**config.mk**
```make
export PLATFORM = sky130hd
export DESIGN_NAME = pcg_edge_gen
export DESIGN_NICKNAME = d
export VERILOG_FILES = /design/src/rtl/pcg_pkg.sv /design/src/rtl/pcg_phase.sv /design/src/rtl/pcg_edge_win.sv /design/src/rtl/pcg_strobe.sv /design/src/rtl/pcg_edge_gen.sv
export SDC_FILE = /design/constraint.sdc
export NUM_CORES = 1
export LEC_CHECK = 0
export ABC_CLOCK_PERIOD_IN_PS = 4200
export BUFFER_PORTS_ARGS = -buffer_cell sky130_fd_sc_hd__buf_2
export CORE_MARGIN = 3
export CORE_UTILIZATION = 50
export DETAILED_ROUTE_END_ITERATION = 6
export HOLD_SLACK_MARGIN = 0.02
export PLACE_DENSITY = 0.81
export SLEW_MARGIN = 10
export SYNTH_ARGS = -nofsm -noshare
export SYNTH_HDL_FRONTEND = slang
export SYNTH_HIERARCHICAL = 1
export SYNTH_SLANG_ARGS = --single-unit
```
**constraint.sdc**
```tcl
create_clock -name clk -period 4.2 [get_ports clk]
set_input_delay 0.42 -clock clk [delete_from_list [all_inputs] [get_ports clk]]
set_output_delay 0.42 -clock clk [all_outputs]
set_load 0.005 [all_outputs]
```
**src/rtl/pcg_pkg.sv**
```systemverilog
package pcg_pkg;
   // Clamp a programmed location onto the phase grid.
   function automatic int unsigned clamp_loc(input int unsigned v, input int unsigned steps);
      return (v >= steps) ? steps - 1 : v;
   endfunction
endpackage

```
**src/rtl/pcg_phase.sv**
```systemverilog
module pcg_phase #(
   parameter int STEPS = 48,
   parameter int LOC_W = 6
) (
   input  logic             clk,
   input  logic             rst_n,
   input  logic             run,
   output logic [LOC_W-1:0] phase_o
);
   localparam logic [LOC_W-1:0] LAST = LOC_W'(STEPS - 1);

   initial begin
      assert (STEPS >= 2 && STEPS <= (1 << LOC_W))
         else $error("pcg_phase: STEPS does not fit LOC_W");
   end

   always_ff @(posedge clk) begin
      if (!rst_n || !run)       phase_o <= '0;
      else if (phase_o == LAST) phase_o <= '0;
      else                      phase_o <= phase_o + 1'b1;
   end

   a_r1_phase_range: assert property (@(posedge clk) disable iff (!rst_n)
      phase_o <= LAST);
   a_r1_phase_wrap: assert property (@(posedge clk) disable iff (!rst_n)
      (run && phase_o == LAST) |=> phase_o == '0);
endmodule

```
**src/rtl/pcg_edge_win.sv**
```systemverilog
module pcg_edge_win #(
   parameter int STEPS = 48,
   parameter int LOC_W = 6
) (
   input  logic             clk,
   input  logic             rst_n,
   input  logic             run,
   input  logic             hold,
   input  logic [LOC_W-1:0] phase,
   input  logic [LOC_W-1:0] rise_i,
   input  logic [LOC_W-1:0] fall_i,
   input  logic             pol_i,
   output logic             out_o,
   output logic             outn_o
);
   logic [LOC_W-1:0] rise_c, fall_c;
   logic             in_win, nxt;

   assign rise_c = LOC_W'(pcg_pkg::clamp_loc(32'(rise_i), STEPS));
   assign fall_c = LOC_W'(pcg_pkg::clamp_loc(32'(fall_i), STEPS));

   always_comb begin
      if (rise_c < fall_c)      in_win = (phase >= rise_c) && (phase < fall_c);
      else if (rise_c > fall_c) in_win = (phase >= rise_c) || (phase < fall_c);
      else                      in_win = 1'b0;
      nxt = (run && !hold && in_win) ^ pol_i;
   end

   always_ff @(posedge clk) begin
      if (!rst_n) begin
         out_o  <= pol_i;
         outn_o <= !pol_i;
      end else begin
         out_o  <= nxt;
         outn_o <= !nxt;
      end
   end

   a_r3_equal_idle: assert property (@(posedge clk) disable iff (!rst_n)
      (rise_c == fall_c) |=> out_o == $past(pol_i));
   a_r9_hold_level: assert property (@(posedge clk) disable iff (!rst_n)
      (!run || hold) |=> out_o == $past(pol_i));
endmodule

```
**src/rtl/pcg_strobe.sv**
```systemverilog
module pcg_strobe #(
   parameter int STEPS = 48,
   parameter int LOC_W = 6
) (
   input  logic             clk,
   input  logic             rst_n,
   input  logic             run,
   input  logic [LOC_W-1:0] phase,
   input  logic [LOC_W-1:0] loc_i,
   output logic             pulse_o
);
   logic [LOC_W-1:0] loc_c;
   assign loc_c = LOC_W'(pcg_pkg::clamp_loc(32'(loc_i), STEPS));

   always_ff @(posedge clk) begin
      if (!rst_n) pulse_o <= 1'b0;
      else        pulse_o <= run && (phase == loc_c);
   end

   a_r8_single_step: assert property (@(posedge clk) disable iff (!rst_n)
      pulse_o |=> !pulse_o);
endmodule

```
**src/rtl/pcg_edge_gen.sv**
```systemverilog
module pcg_edge_gen #(
   parameter int STEPS   = 48,
   parameter int LOC_W   = 6,
   parameter int H_PAIRS = 2
) (
   input  logic               clk,
   input  logic               rst_n,
   input  logic               core_rst_n,
   input  logic               h_pol,
   input  logic [LOC_W-1:0]   h_rise,
   input  logic [LOC_W-1:0]   h_fall,
   input  logic               rg_pol,
   input  logic [LOC_W-1:0]   rg_rise,
   input  logic [LOC_W-1:0]   rg_fall,
   input  logic [LOC_W-1:0]   shp_loc,
   input  logic [LOC_W-1:0]   shd_loc,
   input  logic               hblk_i,
   input  logic               hblk_retime,
   output logic [H_PAIRS-1:0] h_main_o,
   output logic [H_PAIRS-1:0] h_comp_o,
   output logic               rg_o,
   output logic               shp_o,
   output logic               shd_o
);
   initial begin
      assert (H_PAIRS >= 1) else $error("pcg_edge_gen: H_PAIRS must be >= 1");
   end

   logic [LOC_W-1:0] phase;
   logic             blank_q, blank_eff, rg_n_unused;

   pcg_phase #(.STEPS(STEPS), .LOC_W(LOC_W)) u_phase (
      .clk(clk), .rst_n(rst_n), .run(core_rst_n), .phase_o(phase));

   always_ff @(posedge clk) begin
      if (!rst_n) blank_q <= 1'b0;
      else        blank_q <= hblk_i;
   end
   assign blank_eff = hblk_retime ? blank_q : hblk_i;

   for (genvar i = 0; i < H_PAIRS; i++) begin : g_hpair
      pcg_edge_win #(.STEPS(STEPS), .LOC_W(LOC_W)) u_h (
         .clk(clk), .rst_n(rst_n), .run(core_rst_n), .hold(blank_eff),
         .phase(phase), .rise_i(h_rise), .fall_i(h_fall), .pol_i(h_pol),
         .out_o(h_main_o[i]), .outn_o(h_comp_o[i]));
   end

   pcg_edge_win #(.STEPS(STEPS), .LOC_W(LOC_W)) u_rg (
      .clk(clk), .rst_n(rst_n), .run(core_rst_n), .hold(1'b0),
      .phase(phase), .rise_i(rg_rise), .fall_i(rg_fall), .pol_i(rg_pol),
      .out_o(rg_o), .outn_o(rg_n_unused));

   pcg_strobe #(.STEPS(STEPS), .LOC_W(LOC_W)) u_shp (
      .clk(clk), .rst_n(rst_n), .run(core_rst_n), .phase(phase),
      .loc_i(shp_loc), .pulse_o(shp_o));

   pcg_strobe #(.STEPS(STEPS), .LOC_W(LOC_W)) u_shd (
      .clk(clk), .rst_n(rst_n), .run(core_rst_n), .phase(phase),
      .loc_i(shd_loc), .pulse_o(shd_o));

   a_r9_blank_hold: assert property (@(posedge clk) disable iff (!rst_n)
      (core_rst_n && blank_eff) |=> h_main_o[0] == $past(h_pol));
   a_r11_core_idle: assert property (@(posedge clk) disable iff (!rst_n)
      !core_rst_n |=> (!shp_o && !shd_o && rg_o == $past(rg_pol)));
   a_r10_retime_delay: assert property (@(posedge clk) disable iff (!rst_n)
      (core_rst_n && hblk_retime && $past(hblk_retime) && $past(hblk_i))
      |=> h_main_o[H_PAIRS-1] == $past(h_pol));
endmodule

```
# After elaboration in Yosys (flattened, before gate mapping)
# Index checks and enable logic that the tools add are counted.
[totals]
reg_bits = 12
inputBits = 43
out_inout_bits = 7
elab_cells = 57
[classes]
add_sub_neg = 1
magnitude_cmp = 14
eq_ne = 3
mux = 14
bitwise_logic = 2
n_reduce_logical = 16
[op_table]
columns = ["op", "count"]
rows = [
  ["$ge A6 B6 Y1 const B", 6],
  ["$mux W6", 6],
  ["$lt A6 B6 Y1", 4],
  ["$eq A6 B6 Y1", 2],
  ["$ge A6 B6 Y1", 2],
  ["$gt A6 B6 Y1", 2],
  ["$mux W1", 8],
  ["$logic_and A1 B1 Y1", 7],
  ["$add A6 B1 Y6 const B", 1],
  ["$eq A6 B6 Y1 const B", 1],
  ["$logic_not A1 Y1", 5],
  ["$logic_or A1 B1 Y1", 3],
  ["$reduce_or A2 Y1", 1],
  ["$xor A1 B1 Y1", 2],
]

# Depth between registers and ports, before layout
[depth]
word_depth = 10
depth_mapped = 10
ltp_nobuf = 10

# Cells and area by module
# Netlist, hierarchy kept.
[by_module_without_submodules]
columns = ["mod", "n_inst", "cells_per_inst", "area_per_inst_um2"]
rows = [
  ["pcg_edge_win", 3, 71, 556.8],
  ["pcg_strobe", 2, 20, 143.9],
  ["pcg_phase", 1, 24, 252.7],
  ["pcg_edge_gen", 1, 4, 45.0],
]

# Worst setup path after synthesis
# Ideal clock, no wire load.
[synth_path]
kind = "register to register"
from = "register u_phase.phase_o[4]"
to = "register g_hpair[0].u_h.out_o"
setup_time_ns = 0.072
arrival_time_ns = 2.032
t_required_ns = 4.128
path_slack_ns = 2.096
stages_incl_launch_ff = 8
path_cell_list = "dfxtp_1 > ha_1 > and3_4 > a221o_1 > a31oi_1 > o211ai_1 > a211oi_2 > xor2_1"
[synth_via]
elab_chain_len = 7
[synth_rtl]
columns = ["item", "line", "text"]
rows = [
  ["from (decl)", "pcg_phase.sv:8", "output logic [LOC_W-1:0] phase_o"],
  ["from (signal assigned)", "pcg_phase.sv:20", "else phase_o <= phase_o + 1'b1;"],
  ["$ge A6 B6 Y1 / $lt A6 B6 Y1 (equally long branches)", "pcg_edge_win.sv:23, pcg_edge_win.sv:24", ""],
  ["$logic_or A1 B1 Y1", "pcg_edge_win.sv:24", "else if (rise_c > fall_c) in_win = (phase >= rise_c) || (phase < fall_c);"],
  ["$mux W1", "pcg_edge_win.sv:24", ""],
  ["$mux W1 (*)", "pcg_edge_win.sv:23", "if (rise_c < fall_c) in_win = (phase >= rise_c) && (phase < fall_c);"],
  ["$logic_and A1 B1 Y1 (*)", "pcg_edge_win.sv:26", "nxt = (run && !hold && in_win) ^ pol_i;"],
  ["$xor A1 B1 Y1 (*)", "pcg_edge_win.sv:26", ""],
  ["$mux W1 (*)", "pcg_edge_win.sv:30", "if (!rst_n) begin"],
  ["to (signal assigned)", "pcg_edge_win.sv:31", "out_o <= pol_i;"],
  ["to (signal assigned)", "pcg_edge_win.sv:34", "out_o <= nxt;"],
  ["to (decl)", "pcg_edge_win.sv:13", "output logic out_o,"],
]
# Every way passes the cells marked *; elsewhere a longest branch is shown, timed or not.
# A chain may end at the register's enable or synchronous reset.

# Worst setup path after layout
# Same ends and word-level chain as after synthesis.

==> qor.csv <==
metric,value,unit
root_buffer,clkbuf_8,
area_growth,15.8,%
grt_max_degree,16,
diodes,0,
required,4.38,ns
status,"finished, final reports clean",
cp.arrival,2.55,ns
yosys_warnings,6,
slew_violations,0,
synth_area,0.00223,mm2
setup-violations-final,0,
rsz0062_at_grt,no,
syn_nets,374,
dr.pass1.iters,4,
track_usage,20.6,%
layout.nets,425,
clockBufferDepth,2,
gp_congestion,0.934,
endpoint,g_hpair[0].u_h/out_o,
grt_antenna_before_repair,0,
skew,0.00392,ns
clk_pin_slew,0.06,ns
setup_ws,1.83,ns
drc_errors,0,
rr_worst_depth,7,
viasPerCell,5.67,
timing.setup.tns,0,ns
leakage,1.44,nW
r2r_slack,1.83,ns
syn_avg_cell_area,7.98,um2
r2r-start,u_phase/phase_o[4],
insertion_delay,0.25,ns
critPathLaunch,u_phase/phase_o[4],
hpwl,4250,um
cts_hold_buf,0,
cts_tree,yes,
critPathKind,reg2reg,
slew_headroom,53.6,%
utilization,62.2,%
power_density,173,mW/mm2
end_kind,flip-flop,
max_cap_violations,0,
grt_first_pass_wirelength,8850,um
cts_sinks,14,
final_hold_viol_count,0,
reg2reg_to,g_hpair[0].u_h/out_o,
grt_pass1_vias,2078,
ir_drop,0.0859,mV
post_cts_resized,0,
crit_path_start_kind,flip-flop,
cts-buffers-inserted,3,
core,0.00414,mm2
wl_per_cell,13.7,um
ioPinCount,50,
pre_cts_ws,1.74,ns
fin_crit,2.37,ns
dieArea,0.00529,mm2
vias,2150,
post-cts-setup-buffers,0,
tightest_slew,0.696,ns
hold_path_class,in2reg,
finalCritPeriodShare,56.5,%
gr-total-overflow,0,
chipHeight,72.7,um
die_w,72.7,um
fmax,421,MHz
htreeDepth,1,
initial_core_util,53.7,%
ant_nets,0,
layout-drive-gt1-share,19.8,%
portBuffers,49,
synthesis.instances,279,
rows,23,
routed_wl,5190,um
cp_max_fo,13,
drtIter0Drc,134,
## critical path, stage by stage (launching register included)
cell	delay (ns)
dfxtp_1	0.70
ha_1	0.35
and3_4	0.19
a221o_1	0.34
a31oi_1	0.15
o211ai_1	0.12
a211oi_2	0.28
xor2_1	0.17
## where the power goes
part / internal (mW) / total [mW] / switching, mW
Combinational: 0.0773 / 0.169 / 0.0919
Clock: 0.0831 / 0.131 / 0.0479
Sequential: 0.139 / 0.145 / 0.00553
Total: 0.300 / 0.445 / 0.145
## routing by layer
metal  routed length [um]  global-route usage (%)  vias up  part of all wire [%]
met5                    0                       0        -                     0
met4                   61                    5.53        0                   1.2
met3                  322                    1.79        6                   6.2
met2                 2350                    35.4       66                    45
met1                 2450                    27.4      969                    47
li1                     -                       -     1109                     -
## state kept, by name, indices dropped and copies added, names as in the netlist
signal / flops
g_hpair.u_h/outn_o: 2
blank_q: 1
g_hpair.u_h/out_o: 2
u_shp/pulse_o: 1
u_shd/pulse_o: 1
u_rg/out_o: 1
u_phase/phase_o: 6
## worst min path at each step
stage               startpoint                   end  slack (ns)  cells after the start
finish                  rg_pol            u_rg/out_o        0.37                      2
global route            rg_pol            u_rg/out_o        0.38                      2
CTS                     rg_pol            u_rg/out_o        0.36                      2
detailed placement      rg_pol            u_rg/out_o        0.63                      2
global placement        rg_pol            u_rg/out_o        0.62                      2
floorplan                h_pol  g_hpair[0].u_h/out_o        0.52                      1
## cells in the final DEF, fill, tap and decap left out, drive strengths merged, types with 3 or more instances in the layout
cell type and n:
nor3 4, o211ai 6, a31oi 6, a21o 9, o31ai 3, nor2b 3
ha 52, a21oi 24, a21boi 3, nand3 12, clkbuf 4, and3 4
nand4 3, inv 29, a221o 6, buf 49, xor2 16, or3 4
nor2 9, nand2 27, dfxtp 14, or2b 3, nand2b 18, o21ai 6
a211oi 3
## through the flow
stage | hold WS (ns) | instance area (um2) | cells | total power, mW
floorplan | 0.517 | 2230 | 279 | 0.253
global placement | 0.625 | 2520 | 375 | 0.309
detailed placement | 0.626 | 2520 | 375 | 0.316
CTS | 0.364 | 2580 | 379 | 0.449
global route | 0.376 | 2580 | 379 | 0.477
finish | 0.374 | 2580 | 379 | 0.445
## final cells by class
class                   count  area [um2]
multi-input cells         233        1830
fillers                   371        1570
flip-flops and latches     14         280
repair buffers             49         245
inverters                  29         109
well taps                  50        62.6
clock buffers               4        55.1
Note: power is estimated with default switching activity, not from simulation.
